### src/rtl/bsm_pkg.sv
package bsm_pkg;

  typedef enum logic [2:0] {
    ST_IDLE   = 3'd0,
    ST_W_LEAD = 3'd1,
    ST_W_STRB = 3'd2,
    ST_W_TAIL = 3'd3,
    ST_R_ACT  = 3'd4,
    ST_GAP    = 3'd5
  } seq_state_e;

  function automatic logic sel_active(input seq_state_e s);
    return (s == ST_W_LEAD) || (s == ST_W_STRB) ||
           (s == ST_W_TAIL) || (s == ST_R_ACT);
  endfunction

endpackage

### src/rtl/bsm_phase_timer.sv
module bsm_phase_timer #(
  parameter int CNT_W = 4
) (
  input  logic             clk,
  input  logic             rst_n,
  input  logic             load,
  input  logic [CNT_W-1:0] load_val,
  output logic             zero
);

  logic [CNT_W-1:0] cnt_q;
  logic [CNT_W-1:0] cnt_d;
  logic             cnt_en;

  always_comb begin
    cnt_en = 1'b0;
    cnt_d  = cnt_q;
    if (load) begin
      cnt_en = 1'b1;
      cnt_d  = load_val;
    end else if (cnt_q != '0) begin
      cnt_en = 1'b1;
      cnt_d  = cnt_q - 1'b1;
    end
  end

  always_ff @(posedge clk or negedge rst_n) begin
    if (!rst_n) begin
      cnt_q <= '0;
    end else if (cnt_en) begin
      cnt_q <= cnt_d;
    end
  end

  assign zero = (cnt_q == '0);

endmodule

### src/rtl/bsm_sequencer.sv
module bsm_sequencer
  import bsm_pkg::*;
#(
  parameter int WR_PULSE = 3,
  parameter int RD_PULSE = 9,
  parameter int GAP_CYC  = 2,
  parameter int CNT_W    = 4
) (
  input  logic             clk,
  input  logic             rst_n,
  input  logic             req_valid,
  input  logic             req_write,
  input  logic             tmr_zero,
  output logic             req_ready,
  output logic             accept,
  output logic             tmr_load,
  output logic [CNT_W-1:0] tmr_val,
  output logic             rd_capture,
  output logic             cs_n,
  output logic             we_n,
  output logic             re_n,
  output logic             done
);

  localparam logic [CNT_W-1:0] WR_LOAD  = CNT_W'(WR_PULSE - 1);
  localparam logic [CNT_W-1:0] RD_LOAD  = CNT_W'(RD_PULSE - 1);
  localparam logic [CNT_W-1:0] GAP_LOAD = CNT_W'(GAP_CYC - 1);

  seq_state_e state_q;
  seq_state_e state_d;
  logic       cs_n_q, we_n_q, re_n_q, done_q;
  logic       cs_n_d, we_n_d, re_n_d, done_d;

  assign req_ready = (state_q == ST_IDLE);
  assign accept    = req_valid && req_ready;

  // next-state and timer control
  always_comb begin
    state_d    = state_q;
    tmr_load   = 1'b0;
    tmr_val    = '0;
    rd_capture = 1'b0;
    done_d     = 1'b0;
    unique case (state_q)
      ST_IDLE: begin
        if (req_valid) begin
          if (req_write) begin
            state_d = ST_W_LEAD;
          end else begin
            state_d  = ST_R_ACT;
            tmr_load = 1'b1;
            tmr_val  = RD_LOAD;
          end
        end
      end
      ST_W_LEAD: begin
        state_d  = ST_W_STRB;
        tmr_load = 1'b1;
        tmr_val  = WR_LOAD;
      end
      ST_W_STRB: begin
        if (tmr_zero) state_d = ST_W_TAIL;
      end
      ST_W_TAIL: begin
        state_d  = ST_GAP;
        tmr_load = 1'b1;
        tmr_val  = GAP_LOAD;
        done_d   = 1'b1;
      end
      ST_R_ACT: begin
        if (tmr_zero) begin
          state_d    = ST_GAP;
          tmr_load   = 1'b1;
          tmr_val    = GAP_LOAD;
          rd_capture = 1'b1;
          done_d     = 1'b1;
        end
      end
      ST_GAP: begin
        if (tmr_zero) state_d = ST_IDLE;
      end
      default: state_d = ST_IDLE;
    endcase
  end

  // strobes are registered from the next state so the pins never glitch
  always_comb begin
    cs_n_d = !sel_active(state_d);
    we_n_d = (state_d != ST_W_STRB);
    re_n_d = (state_d != ST_R_ACT);
  end

  always_ff @(posedge clk or negedge rst_n) begin
    if (!rst_n) begin
      state_q <= ST_IDLE;
      cs_n_q  <= 1'b1;
      we_n_q  <= 1'b1;
      re_n_q  <= 1'b1;
      done_q  <= 1'b0;
    end else begin
      state_q <= state_d;
      cs_n_q  <= cs_n_d;
      we_n_q  <= we_n_d;
      re_n_q  <= re_n_d;
      done_q  <= done_d;
    end
  end

  assign cs_n = cs_n_q;
  assign we_n = we_n_q;
  assign re_n = re_n_q;
  assign done = done_q;

endmodule

### src/rtl/bsm_datapath.sv
module bsm_datapath #(
  parameter int ADDR_W = 32,
  parameter int DATA_W = 32
) (
  input  logic              clk,
  input  logic              rst_n,
  input  logic              accept,
  input  logic              req_write,
  input  logic [ADDR_W-1:0] req_addr,
  input  logic [DATA_W-1:0] req_wdata,
  input  logic              rd_capture,
  input  logic [DATA_W-1:0] bus_rdata,
  output logic [ADDR_W-1:0] bus_addr,
  output logic [DATA_W-1:0] bus_wdata,
  output logic [DATA_W-1:0] rsp_rdata
);

  logic [ADDR_W-1:0] addr_q;
  logic [DATA_W-1:0] wdata_q;
  logic [DATA_W-1:0] rdata_q;
  logic              addr_en, wdata_en, rdata_en;

  assign addr_en  = accept;
  assign wdata_en = accept && req_write;
  assign rdata_en = rd_capture;

  always_ff @(posedge clk or negedge rst_n) begin
    if (!rst_n) begin
      addr_q <= '0;
    end else if (addr_en) begin
      addr_q <= req_addr;
    end
  end

  always_ff @(posedge clk or negedge rst_n) begin
    if (!rst_n) begin
      wdata_q <= '0;
    end else if (wdata_en) begin
      wdata_q <= req_wdata;
    end
  end

  always_ff @(posedge clk or negedge rst_n) begin
    if (!rst_n) begin
      rdata_q <= '0;
    end else if (rdata_en) begin
      rdata_q <= bus_rdata;
    end
  end

  assign bus_addr  = addr_q;
  assign bus_wdata = wdata_q;
  assign rsp_rdata = rdata_q;

endmodule

### src/rtl/bus_strobe_master.sv
module bus_strobe_master #(
  parameter int ADDR_W   = 32,
  parameter int DATA_W   = 32,
  parameter int WR_PULSE = 3,
  parameter int RD_PULSE = 9,
  parameter int GAP_CYC  = 2
) (
  input  logic              clk,
  input  logic              rst_n,
  input  logic              req_valid,
  output logic              req_ready,
  input  logic              req_write,
  input  logic [ADDR_W-1:0] req_addr,
  input  logic [DATA_W-1:0] req_wdata,
  output logic              rsp_done,
  output logic [DATA_W-1:0] rsp_rdata,
  output logic              bus_cs_n,
  output logic              bus_we_n,
  output logic              bus_re_n,
  output logic [ADDR_W-1:0] bus_addr,
  output logic [DATA_W-1:0] bus_wdata,
  input  logic [DATA_W-1:0] bus_rdata
);

  localparam int MAX_A   = (WR_PULSE > RD_PULSE) ? WR_PULSE : RD_PULSE;
  localparam int MAX_CNT = (MAX_A > GAP_CYC) ? MAX_A : GAP_CYC;
  localparam int CNT_W   = (MAX_CNT < 2) ? 1 : $clog2(MAX_CNT);

  logic             accept;
  logic             tmr_load;
  logic [CNT_W-1:0] tmr_val;
  logic             tmr_zero;
  logic             rd_capture;

  bsm_sequencer #(
    .WR_PULSE (WR_PULSE),
    .RD_PULSE (RD_PULSE),
    .GAP_CYC  (GAP_CYC),
    .CNT_W    (CNT_W)
  ) u_seq (
    .clk        (clk),
    .rst_n      (rst_n),
    .req_valid  (req_valid),
    .req_write  (req_write),
    .tmr_zero   (tmr_zero),
    .req_ready  (req_ready),
    .accept     (accept),
    .tmr_load   (tmr_load),
    .tmr_val    (tmr_val),
    .rd_capture (rd_capture),
    .cs_n       (bus_cs_n),
    .we_n       (bus_we_n),
    .re_n       (bus_re_n),
    .done       (rsp_done)
  );

  bsm_phase_timer #(
    .CNT_W (CNT_W)
  ) u_tmr (
    .clk      (clk),
    .rst_n    (rst_n),
    .load     (tmr_load),
    .load_val (tmr_val),
    .zero     (tmr_zero)
  );

  bsm_datapath #(
    .ADDR_W (ADDR_W),
    .DATA_W (DATA_W)
  ) u_dp (
    .clk        (clk),
    .rst_n      (rst_n),
    .accept     (accept),
    .req_write  (req_write),
    .req_addr   (req_addr),
    .req_wdata  (req_wdata),
    .rd_capture (rd_capture),
    .bus_rdata  (bus_rdata),
    .bus_addr   (bus_addr),
    .bus_wdata  (bus_wdata),
    .rsp_rdata  (rsp_rdata)
  );

endmodule

### config.mk
export PLATFORM = sky130hd
export DESIGN_NAME = bus_strobe_master
export DESIGN_NICKNAME = d
export VERILOG_FILES = /design/src/rtl/bsm_pkg.sv /design/src/rtl/bsm_phase_timer.sv /design/src/rtl/bsm_sequencer.sv /design/src/rtl/bsm_datapath.sv /design/src/rtl/bus_strobe_master.sv
export SDC_FILE = /design/constraint.sdc
export NUM_CORES = 1
export LEC_CHECK = 0
export BUFFER_PORTS_ARGS = -buffer_cell sky130_fd_sc_hd__buf_2
export CORE_AREA = 2 2 123 125
export CTS_CLUSTER_DIAMETER = 150
export DETAILED_ROUTE_END_ITERATION = 10
export DIE_AREA = 0 0 125 127
export PLACE_DENSITY = 0.53
export SYNTH_ARGS = -nofsm -noshare
export SYNTH_HDL_FRONTEND = slang
export SYNTH_SLANG_ARGS = --single-unit
### constraint.sdc
create_clock -name clk -period 1.87 [get_ports clk]
set_input_delay 0.0935 -clock clk [delete_from_list [all_inputs] [get_ports clk]]
set_output_delay 0.0935 -clock clk [all_outputs]
set_load 0.05 [all_outputs]
==> results of run 1 <==
[final cells by class]
type	instances	area [um^2]	share of cell area [%]
clock buffer	9	225	3.27
timing repair buffer	307	2110	30.7
sequential	107	2680	39.0
clock inverter	7	75.1	1.09
tap	184	230	3.35
multi-input combinational	152	1540	22.4
inverter	2	7.51	0.109
[per-layer routing]
| layer | GRT usage [%] | wire [um] | vias to the layer above |
|---|---|---|---|
| met5 | 0 | 0 | - |
| met4 | 5.23 | 225 | 0 |
| met3 | 4.69 | 791 | 22 |
| met2 | 24.1 | 5470 | 148 |
| met1 | 16.0 | 4400 | 1614 |
| li1 | - | - | 1565 |
[state kept, by name, indices dropped and copies added (netlist names), 3 cells and up]
signal and cells:
u_seq.state_q 3, u_tmr.cnt_q 4, u_dp.rsp_rdata 32, u_dp.bus_addr 32, u_dp.bus_wdata 32
[critical path, delay by kind of cell (launching register included)]
kind          cells  cell delay (ps)
mux               1              360
flops             1              410
fa+ha+maj         1              250
buf+inv           2              280
simple gates      2              320
[timing repair]
| action | CTS | global route |
|---|---|---|
| endpoints found under the setup margin | 0 | 2 |
| hold endpoints to repair | 123 | 0 |
| hold buffers | 98 | 0 |
| gates resized for setup | 0 | 2 |
[cell families (layout without fill, tap and decap cells)]
kind of cell,after synthesis,after routing,synth area share (%)
flip-flops,107,107,62.4
AO/OA/AOI/OAI,19,19,2.79
buffers and inverters,15,325,2.09
AND/OR/NAND/NOR,36,36,4.80
multiplexers,96,96,27.7
adder cells (fa/ha/maj),1,1,0.291
[cells in the mapped netlist (all sizes together)]
cell and instances:
nor3 2, a221oi 2, inv 2, dfrtp 104
nor4b 1, nand3b 1, buf 10, a21oi 5
nor3b 1, or3 1, a22oi 1, nand3 1
o21a 1, dfstp 3, clkbuf 3, or3b 2
o41ai 1, nor2 8, a21o 1, nand2b 3
o21ai 6, and2 4, nand2 9, a211oi 1
a2bb2oi 1, mux2 96, ha 1, nor2b 3
[power by group]
part	internal [W]	switching [W]	total [W]
Sequential	0.00349	0.000600	0.00409
Clock	0.00105	0.000867	0.00192
Combinational	0.00236	0.00524	0.00760
Total	0.00690	0.00670	0.0136
[stage by stage]
step | utilization, % | worst slack [ps] | area [um^2] | std cells
floorplan | - | -46.9 | 4320 | 274
global placement | 38.7 | 176 | 5590 | 654
detailed placement | 38.7 | 118 | 5590 | 654
CTS | 47.6 | 92.5 | 6870 | 768
global route | 47.7 | 25.9 | 6880 | 768
finish | 47.7 | 116 | 6880 | 768
[worst max-delay path by stage]
| stage | start | endpoint | slack, ps | cells after the start |
|---|---|---|---|---|
| floorplan | u_seq.state_q[2] | u_dp.bus_addr[0] | -50 | 5 |
| global placement | u_tmr.cnt_q[0] | u_seq.cs_n | 180 | 5 |
| detailed placement | u_tmr.cnt_q[0] | u_seq.cs_n | 120 | 5 |
| finish | u_tmr.cnt_q[0] | u_dp.rsp_rdata[20] | 120 | 6 |
| global route | u_tmr.cnt_q[0] | u_dp.rsp_rdata[9] | 30 | 6 |
| CTS | u_tmr.cnt_q[0] | u_tmr.cnt_q[0] | 90 | 5 |
==> tab_implementation.tex, run 1 <==
\begin{tabular}{lr}
\hline
Metric & Value \\
\hline
\multicolumn{2}{l}{\textbf{Run status}} \\
Run status & complete, no violations \\
\multicolumn{2}{l}{\textbf{Min path}} \\
Cell depth of the worst min-delay path & 4 \\
Worst Hold Launch & req\_write \\
WHS Endpoint & u\_tmr.cnt\_q[3] \\
Hold Crit Class & input pin to register \\
\multicolumn{2}{l}{\textbf{Place}} \\
RePlAce Congestion & 0.812 \\
DPL Wire Length & between 7 and 8 mm \\
Number of port buffers & 200 \\
\multicolumn{2}{l}{\textbf{Timing}} \\
Worst slew margin relative to its limit & a little under three quarters \\
Final clock skew & between 5 and 6 ps \\
Least-Margin Pin Slew & 417 ps \\
Final Cycle Share & between 90\% and 100\% \\
Setup repair after global routing missed its margin & false \\
Minimum clock period & $\sim$1800 ps \\
Count of endpoints failing hold in the final timing report & 0 \\
Worst hold-check slack & 178 ps \\
Endpoints failing setup & 0 \\
Maximum frequency from static timing analysis & 0.570 GHz \\
Final number of max-transition violations & 0 \\
Setup TNS & 0 ps \\
\multicolumn{2}{l}{\textbf{GRT}} \\
Number of antenna violations at the first check in global routing & 0 \\
Global routing usage summed across all routing layers & between 10 and 15\% \\
Wire length of the first global-routing pass & $\sim$18 mm \\
Largest net degree at the start of global routing & 47 \\
Vias in the first global route & about 3,600 \\
Total gr overflow & 0 \\
\multicolumn{2}{l}{\textbf{Run}} \\
Max-cap check violation count & 0 \\
\multicolumn{2}{l}{\textbf{Layout}} \\
Most frequent cells in the layout & sky130\_fd\_sc\_hd\_\_buf\_2, sky130\_fd\_sc\_hd\_\_dfrtp\_1, sky130\_fd\_sc\_hd\_\_dlygate4sd3\_1 \\
Most common cell after layout, fill and taps aside & sky130\_fd\_sc\_hd\_\_buf\_2 \\
Number of fill cells in the layout & between 1,000 and 1,500 \\
Net count, final & 680 \\
Share of cells above drive strength 1 & 56.5\% \\
Diodes inserted & 0 \\
Post-synthesis to final-layout area growth & 59.9\% \\
\multicolumn{2}{l}{\textbf{Route}} \\
Number of vias per cell & between 4 and 5 \\
Vias post-DR & $\sim$3,300 \\
Total wirelength of the detailed-routed design & $\sim$11 mm \\
DR WL/cell & 14.2 um \\
Number of search-and-repair iterations in the first detailed-routing pass & 4 \\
Post-route antenna net violation count & 0 \\
Final routed DRC violation total & 0 \\
Detailed router's first-iteration violation count & around 180 \\
\multicolumn{2}{l}{\textbf{Floorplan}} \\
Initial standard-cell utilization of the core & 29.8\% \\
Width of the die & between 100 and 150 um \\
Cell row count & 44 \\
Top-level I/O count & between 200 and 250 \\
Core area & around 0.014 mm\^{}2 \\
Overall die area & about 0.016 mm\^{}2 \\
Die Y & between 100 and 150 um \\
\multicolumn{2}{l}{\textbf{Setup path}} \\
Maximum fanout along the worst path & 33 \\
Depth of the worst register-to-register path & 6 \\
Worst reg2reg setup slack & approximately 120 ps \\
Data arrival time at the worst-slack endpoint & just under 2000 ps \\
Delay of the slowest critical-path stage & slightly above 400 ps \\
Slowest cell on crit path & sky130\_fd\_sc\_hd\_\_dfrtp\_1 \\
Sort of element at the end of the critical path & register \\
Startpoint of the worst-slack reg-to-reg timing path & u\_tmr.cnt\_q[0] \\
Startpoint Class & register \\
Destination of the worst register-to-register timing path & u\_dp.rsp\_rdata[20] \\
Type of the worst setup path & register to register \\
Critical path cell sequence & inv\_1 > ha\_1 > nor3b\_2 > nand3\_1 > buf\_12 > mux2\_2 \\
Data required time of the critical path & between 2000 and 2500 ps \\
\multicolumn{2}{l}{\textbf{Clock network}} \\
TritonCTS clock tree & done \\
Clock H-tree levels & 3 \\
Insertion delay of the later-clocked pin in the worst-skew pair & about 340 ps \\
Num CTS Buffers & 9 \\
Clock Path Buffers & 2 \\
CTS Root Buffer Type & sky130\_fd\_sc\_hd\_\_clkbuf\_16 \\
CTS Sinks & around 110 \\
Number of post-CTS setup repair buffers & 0 \\
Clock slew seen by the registers of the worst setup and hold paths & approximately 70 ps \\
\multicolumn{2}{l}{\textbf{Power}} \\
Lkg Pwr & 3.40 nW \\
IR Drop Worst-Case VDD & 1.14 mV \\
Overall power & around 0.014 W \\
Power density over the cells & between 1500 and 2000 mW/mm\^{}2 \\
\multicolumn{2}{l}{\textbf{Yosys}} \\
Warnings from Yosys & 0 \\
Share of the yosys chip area belonging to registers & 62.4\% \\
Post-synthesis average cell area & $\sim$16 um\^{}2 \\
Total standard cell area after synthesis & approximately 0.0043 mm\^{}2 \\
Cell taking the most area after synthesis & sky130\_fd\_sc\_hd\_\_dfrtp\_1 \\
Post-Syn Nets & approximately 380 \\
Yosys top cell area share & a little over 60\% \\
Post-synthesis register bit count & 107 \\
Distinct cell type count after synthesis & 34 \\
Ranking of synthesized cells by area & sky130\_fd\_sc\_hd\_\_dfrtp\_1, sky130\_fd\_sc\_hd\_\_mux2\_2, sky130\_fd\_sc\_hd\_\_mux2\_4 \\
Post-Syn Instances & $\sim$270 \\
\hline
\end{tabular}
(Power assumes the default switching activity.)
==> inputs of run 2 (changes only) <==
--- a/config.mk
+++ b/config.mk
@@ -6,11 +6,13 @@
 export NUM_CORES = 1
 export LEC_CHECK = 0
 export BUFFER_PORTS_ARGS = -buffer_cell sky130_fd_sc_hd__buf_2
-export CORE_AREA = 2 2 123 125
+export CORE_AREA = 2 2 124 126
 export CTS_CLUSTER_DIAMETER = 150
 export DETAILED_ROUTE_END_ITERATION = 10
-export DIE_AREA = 0 0 125 127
+export DIE_AREA = 0 0 126 128
 export PLACE_DENSITY = 0.53
+export REMOVE_ABC_BUFFERS = 1
 export SYNTH_ARGS = -nofsm -noshare
 export SYNTH_HDL_FRONTEND = slang
+export SYNTH_HIERARCHICAL = 1
 export SYNTH_SLANG_ARGS = --single-unit
==> run 2 against run 1 <==
Utilization fell by 1.3 points. Critical path depth shrank 2. Non-clock buffer count up 5. Clock skew rose by 1.1 ps. Synthesized cell count decreased by 1.5%. Design area up 0.24%. Sequential power about the same. Hold slack worse by 130 ps.
==> tab_implementation.tex, run 2 <==
\begin{tabular}{lr}
\hline
Metric & Value \\
\hline
\multicolumn{2}{l}{\textbf{Run status}} \\
Run status & complete, no violations \\
\multicolumn{2}{l}{\textbf{Yosys}} \\
Post-synthesis register bit count & roughly 110 \\
Fraction of synthesis flops using an asynchronous set or reset pin & 100\% \\
Number of enable-type register cells in the synthesized netlist & 0 \\
Ranking of synthesized cells by area & sky130\_fd\_sc\_hd\_\_dfrtp\_1, sky130\_fd\_sc\_hd\_\_mux2\_2, sky130\_fd\_sc\_hd\_\_mux2\_4 \\
Yosys top cell area share & about three fifths \\
Post-Syn Instances & 270 \\
Post-synthesis average cell area & around 16 um\^{}2 \\
Cell taking the most area after synthesis & sky130\_fd\_sc\_hd\_\_dfrtp\_1 \\
Cell with the most instances after synthesis & sky130\_fd\_sc\_hd\_\_dfrtp\_1 \\
Total standard cell area after synthesis & between 0.004 and 0.005 mm\^{}2 \\
Share of the yosys chip area belonging to registers & approximately three fifths \\
Most common library cells after synthesis & sky130\_fd\_sc\_hd\_\_dfrtp\_1, sky130\_fd\_sc\_hd\_\_mux2\_2, sky130\_fd\_sc\_hd\_\_mux2\_4 \\
Top flip-flop cell by instance count after synthesis & sky130\_fd\_sc\_hd\_\_dfrtp\_1 \\
Distinct cell type count after synthesis & 36 \\
Warnings from Yosys & 6 \\
\multicolumn{2}{l}{\textbf{Timing}} \\
Worst hold-check slack & about 43 ps \\
Endpoints failing setup & 0 \\
Final number of max-transition violations & 0 \\
Minimum clock period & 1760 ps \\
Final clock skew & 6.76 ps \\
Final Cycle Share & between 90\% and 100\% \\
Count of endpoints failing hold in the final timing report & 0 \\
Maximum frequency from static timing analysis & 0.569 GHz \\
\multicolumn{2}{l}{\textbf{Route}} \\
Post-route antenna net violation count & 0 \\
Number of vias per cell & between 4 and 5 \\
DR WL/cell & around 14 um \\
Final routed DRC violation total & 0 \\
Vias post-DR & roughly 3,300 \\
Detailed router's first-iteration violation count & 102 \\
Total wirelength of the detailed-routed design & 10.5 mm \\
Number of search-and-repair iterations in the first detailed-routing pass & 3 \\
\multicolumn{2}{l}{\textbf{Run}} \\
Max-cap check violation count & 0 \\
\multicolumn{2}{l}{\textbf{Floorplan}} \\
Die Y & roughly 130 um \\
Overall die area & 0.0161 mm\^{}2 \\
Initial standard-cell utilization of the core & between 20\% and 30\% \\
Width of the die & between 100 and 150 um \\
Cell row count & between 40 and 50 \\
Core area & roughly 0.015 mm\^{}2 \\
Top-level I/O count & $\sim$200 \\
\multicolumn{2}{l}{\textbf{Setup path}} \\
Data arrival time at the worst-slack endpoint & around 2000 ps \\
Worst path top cell family by delay & simple AND/OR/NAND/NOR gates \\
Sort of element at the end of the critical path & register \\
Data required time of the critical path & about 2100 ps \\
Critical path cell sequence & nor3\_1 > and2\_1 > nand2\_8 > mux2\_4 \\
Maximum fanout along the worst path & 32 \\
Type of the worst setup path & register to register \\
Delay of the slowest critical-path stage & around 420 ps \\
Slowest cell on crit path & sky130\_fd\_sc\_hd\_\_dfrtp\_1 \\
Worst path bufs/invs & 0 \\
Startpoint Class & register \\
\multicolumn{2}{l}{\textbf{GRT}} \\
Largest net degree at the start of global routing & between 40 and 50 \\
Number of antenna violations at the first check in global routing & 0 \\
Global routing usage summed across all routing layers & between 10\% and 20\% \\
Vias in the first global route & around 3,500 \\
Total gr overflow & 0 \\
Wire length of the first global-routing pass & between 15 and 20 mm \\
\multicolumn{2}{l}{\textbf{Clock network}} \\
Num CTS Buffers & 9 \\
TritonCTS clock tree & done \\
CTS Sinks & $\sim$110 \\
Clock H-tree levels & 3 \\
Clock Path Buffers & 2 \\
Clock slew seen by the registers of the worst setup and hold paths & 70 ps \\
Insertion delay of the later-clocked pin in the worst-skew pair & approximately 350 ps \\
CTS Root Buffer Type & sky130\_fd\_sc\_hd\_\_clkbuf\_16 \\
\multicolumn{2}{l}{\textbf{Layout}} \\
Share of cells above drive strength 1 & between 50\% and 60\% \\
Most common cell after layout, fill and taps aside & sky130\_fd\_sc\_hd\_\_buf\_2 \\
Most frequent cells in the layout & sky130\_fd\_sc\_hd\_\_buf\_2, sky130\_fd\_sc\_hd\_\_dfrtp\_1, sky130\_fd\_sc\_hd\_\_dlygate4sd3\_1 \\
Diodes inserted & 0 \\
Net count, final & slightly below 700 \\
Layout Cell Area excl Fill & approximately 0.0069 mm\^{}2 \\
Number of fill cells in the layout & around 1,300 \\
Post-synthesis to final-layout area growth & 59.2\% \\
\multicolumn{2}{l}{\textbf{Power}} \\
IR Drop Worst-Case VDD & approximately 1.2 mV \\
Power density over the cells & a little over 2000 mW/mm\^{}2 \\
Lkg Pwr & approximately 3.4 nW \\
\multicolumn{2}{l}{\textbf{Place}} \\
RePlAce Congestion & roughly 0.8 \\
Post-Place Cell Area & 0.00558 mm\^{}2 \\
Number of port buffers & 200 \\
DPL Wire Length & 6.80 mm \\
\multicolumn{2}{l}{\textbf{Min path}} \\
Hold Crit Class & input pin to register \\
\hline
\end{tabular}
==> run 2: layout make-up <==
cell class              instances  area [um^2]  share of cell area, %
flip-flops and latches        107         2680                   38.9
repair buffers                312         2140                   31.1
multi-input cells             144         1530                   22.2
well taps                     188          235                   3.41
clock buffers                  11          233                   3.38
clock inverters                 5         60.1                  0.871
inverters                       3         11.3                  0.163
==> run 2: worst paths after layout <==
check,from,endpoint,slack [ps],cells past startpoint
worst min register to register,u_dp/rsp_rdata[5],u_dp/rsp_rdata[5],500,1
min in group asynchronous,rst_n,u_seq/state_q[1],200,2
max in group asynchronous,rst_n,u_seq/re_n,1000,3
worst max register to register,u_seq/state_q[0],u_dp/bus_wdata[29],110,4
worst min-delay path,req_valid,u_seq/cs_n,40,3
worst max-delay path,u_seq/state_q[0],u_dp/bus_wdata[29],110,4
==> run 2: cells by family (layout without fill, tap and decap cells) <==
group                      Yosys count  count (layout)  synth area share [%]
buffers and inverters               19             331                  3.03
other                                1               1                0.0866
adders and majority gates            1               1                 0.289
DFF                                107             107                  61.9
muxes                              101             101                  28.7
and+or+nand+nor                     31              31                  4.31
xor gates and xnor gates             2               2                 0.405
AOI/OAI and AO/OA                    8               8                  1.21
==> run 2: tightest hold or removal path: stages <==
cell	delay, ps
sky130_fd_sc_hd__buf_2	120
sky130_fd_sc_hd__or4_1	100
sky130_fd_sc_hd__nand3_1	60
==> run 2: timing repair <==
| action | 4_1_cts | 5_1_grt |
|---|---|---|
| buffers inserted | 0 | 2 |
| hold buffers | 97 | 0 |
| gates resized for setup | 0 | 4 |
| hold endpoints to repair | 133 | 0 |
| endpoints found under the setup margin | 0 | 66 |
==> run 2: per-layer routing <==
metal	GRT usage [%]	routed length, um	up-vias
met5	0	0	-
met4	4.40	180	0
met3	4.47	679	16
met2	23.1	5400	128
met1	15.3	4240	1576
li1	-	-	1553
==> run 2: metrics by stage <==
stage	util, %	setup TNS [ps]	worst slack [ps]	power, W	cells
finish	46.4	0	112	0.0141	770
global route	46.4	-13.5	-6.81	0.0148	770
CTS	46.0	0	23.0	0.0141	767
detailed placement	37.5	0	30.0	0.0120	654
global placement	37.5	0	38.7	0.0119	654
floorplan	-	-115040	-1830	0.0101	254
==> run 2: power by group <==
group | switching (W) | internal (W)
Sequential | 0.000597 | 0.00351
Clock | 0.000845 | 0.00105
Combinational | 0.00545 | 0.00261
Total | 0.00689 | 0.00716
==> inputs of run 3 (changes only) <==
--- a/config.mk
+++ b/config.mk
@@ -7,6 +7,7 @@
 export LEC_CHECK = 0
 export BUFFER_PORTS_ARGS = -buffer_cell sky130_fd_sc_hd__buf_2
 export CORE_AREA = 2 2 124 126
+export CTS_BUF_LIST = sky130_fd_sc_hd__clkbuf_8
 export CTS_CLUSTER_DIAMETER = 150
 export DETAILED_ROUTE_END_ITERATION = 10
 export DIE_AREA = 0 0 126 128
==> run 3 against run 2 <==
Maximum frequency rose by 0.23%. Sequential power barely moved. Critical endpoint is now u_dp/bus_wdata[13]. Largest cell class unchanged. First-iteration DRC count fell by 3.9%. Global-route usage barely moved. Clock skew rose by 5.5 ps. Combinational power barely moved.
==> tab_implementation.tex, run 3 (synthesis results as in run 2) <==
\begin{tabular}{lr}
\hline
Metric & Value \\
\hline
\multicolumn{2}{l}{\textbf{Run status}} \\
Run status & complete, no violations \\
\multicolumn{2}{l}{\textbf{Layout}} \\
Post-synthesis to final-layout area growth & 57.1\% \\
Number of fill cells in the layout & about 1,300 \\
Core Util, Final & between 40\% and 50\% \\
Diodes inserted & 0 \\
Share of cells above drive strength 1 & $\sim$57\% \\
Most common cell after layout, fill and taps aside & sky130\_fd\_sc\_hd\_\_buf\_2 \\
Most frequent cells in the layout & sky130\_fd\_sc\_hd\_\_buf\_2, sky130\_fd\_sc\_hd\_\_dfrtp\_1, sky130\_fd\_sc\_hd\_\_dlygate4sd3\_1 \\
Layout Cell Area excl Fill & 0.00680 mm\^{}2 \\
Net count, final & 679 \\
\multicolumn{2}{l}{\textbf{Power}} \\
Share of power burned in the clock network & approximately a tenth \\
Share of total power in combinational logic & about three fifths \\
Fraction of power spent switching nets & around 50\% \\
Switching Power & 0.00684 W \\
Power density over the cells & 1990 mW/mm\^{}2 \\
Reg power frac & 30.2\% \\
Lkg Pwr & between 3 and 4 nW \\
IR Drop Worst-Case VDD & between 1 and 1.5 mV \\
Internal Power & around 0.0067 W \\
\multicolumn{2}{l}{\textbf{Setup path}} \\
Data required time of the critical path & between 2000 and 2500 ps \\
Data arrival time at the worst-slack endpoint & 2010 ps \\
Maximum fanout along the worst path & 32 \\
Type of the worst setup path & register to register \\
Sort of element at the end of the critical path & register \\
Startpoint Class & register \\
\multicolumn{2}{l}{\textbf{Route}} \\
DR WL/cell & roughly 14 um \\
Final routed DRC violation total & 0 \\
Total wirelength of the detailed-routed design & $\sim$11 mm \\
Number of vias per cell & 4.26 \\
Post-route antenna net violation count & 0 \\
Number of search-and-repair iterations in the first detailed-routing pass & 4 \\
Vias post-DR & between 3,000 and 4,000 \\
Detailed router's first-iteration violation count & 98 \\
\multicolumn{2}{l}{\textbf{Timing}} \\
Final number of max-transition violations & 0 \\
Final Cycle Share & between 90\% and 100\% \\
Maximum frequency from static timing analysis & between 0.5 and 0.6 GHz \\
Worst hold-check slack & roughly 160 ps \\
Minimum clock period & 1750 ps \\
Setup repair after global routing missed its margin & false \\
Count of endpoints failing hold in the final timing report & 0 \\
Final clock skew & around 12 ps \\
Endpoints failing setup & 0 \\
\multicolumn{2}{l}{\textbf{GRT}} \\
Global routing usage summed across all routing layers & approximately an eighth \\
Vias in the first global route & 3,570 \\
Total gr overflow & 0 \\
Number of antenna violations at the first check in global routing & 0 \\
Wire length of the first global-routing pass & 17.1 mm \\
Largest net degree at the start of global routing & 46 \\
\multicolumn{2}{l}{\textbf{Clock network}} \\
Clock H-tree levels & 3 \\
Clock Path Buffers & 2 \\
Num CTS Buffers & 9 \\
CTS Root Buffer Type & sky130\_fd\_sc\_hd\_\_clkbuf\_8 \\
TritonCTS clock tree & done \\
CTS Sinks & 107 \\
Insertion delay of the later-clocked pin in the worst-skew pair & between 300 and 400 ps \\
Clock slew seen by the registers of the worst setup and hold paths & about 110 ps \\
\multicolumn{2}{l}{\textbf{Place}} \\
Number of port buffers & 200 \\
DPL Wire Length & 6.80 mm \\
RePlAce Congestion & between 0.8 and 0.9 \\
Post-Place Cell Area & 0.00558 mm\^{}2 \\
\multicolumn{2}{l}{\textbf{Run}} \\
Max-cap check violation count & 0 \\
\multicolumn{2}{l}{\textbf{Floorplan}} \\
Overall die area & roughly 0.016 mm\^{}2 \\
Die Y & around 130 um \\
Width of the die & approximately 130 um \\
Top-level I/O count & around 200 \\
Cell row count & 45 \\
Initial standard-cell utilization of the core & about 29\% \\
Core area & 0.0149 mm\^{}2 \\
\multicolumn{2}{l}{\textbf{Min path}} \\
Hold Crit Class & input pin to asynchronous set/reset pin \\
\hline
\end{tabular}
[run 3: cell count changes in the layout (fill, tap and decap cells not counted), sizes merged]
cell	change
inv	+2
clkbuf	-2
dlygate4sd3	+1
[run 3: cell type report]
| cell class | instances | area [um^2] | area share, % |
|---|---|---|---|
| flip-flops and latches | 107 | 2680 | 39.4 |
| repair buffers | 313 | 2150 | 31.6 |
| multi-input cells | 144 | 1530 | 22.5 |
| well taps | 188 | 235 | 3.46 |
| clock buffers | 9 | 124 | 1.82 |
| clock inverters | 7 | 67.6 | 0.993 |
| inverters | 3 | 11.3 | 0.166 |
[run 3: layer usage]
| metal | GRT usage, % | share of wire, % | vias to the layer above |
|---|---|---|---|
| li1 | - | - | 1554 |
| met1 | 15.1 | 41 | 1581 |
| met2 | 23.5 | 51 | 127 |
| met3 | 3.71 | 6.0 | 20 |
| met4 | 5.37 | 2.4 | 0 |
| met5 | 0 | 0 | - |
[run 3: power by group through the flow]
| stage | Combinational, W | Sequential (W) | Clock, W |
|---|---|---|---|
| floorplan | 0.00202 | 0.00805 | 0 |
| CTS | 0.00800 | 0.00411 | 0.00149 |
| global route | 0.00843 | 0.00427 | 0.00157 |
| detailed placement | 0.00785 | 0.00412 | 0 |
| global placement | 0.00779 | 0.00410 | 0 |
| finish | 0.00806 | 0.00410 | 0.00141 |
[run 3: worst max-delay path, stage by stage (launching register included)]
cell and delay [ps]:
sky130_fd_sc_hd__dfrtp_1 430, sky130_fd_sc_hd__nor3_1 210, sky130_fd_sc_hd__and2_1 330, sky130_fd_sc_hd__nand2_8 250, sky130_fd_sc_hd__mux2_4 370
[run 3: final timing paths]
path	to	slack (ps)	cells after the start	startpoint
min in group clk	u_seq/re_n	250	4	req_write
max reg2reg	u_dp/bus_wdata[13]	120	4	u_seq/state_q[0]
max in group asynchronous	u_seq/re_n	1030	3	rst_n
min	u_dp/rsp_rdata[7]	160	2	rst_n
min reg2reg	u_dp/rsp_rdata[5]	500	1	u_dp/rsp_rdata[5]
max	u_dp/bus_wdata[13]	120	4	u_seq/state_q[0]
[run 3: what timing repair did]
item / in CTS / in global routing
resized for setup: 0 / 4
endpoints found under the hold margin: 179 / 0
setup buffers: 0 / 2
setup endpoints to repair: 0 / 66
hold buffers: 98 / 0
[run 3: stage by stage]
step	setup slack, ps	TNS, ps	power, W	std cells
after floorplan	-1830	-115040	0.0101	254
after global placement	38.7	0	0.0119	654
after detailed placement	30.0	0	0.0120	654
after CTS	16.4	0	0.0136	768
after global routing	6.10	0	0.0143	771
final	116	0	0.0136	771
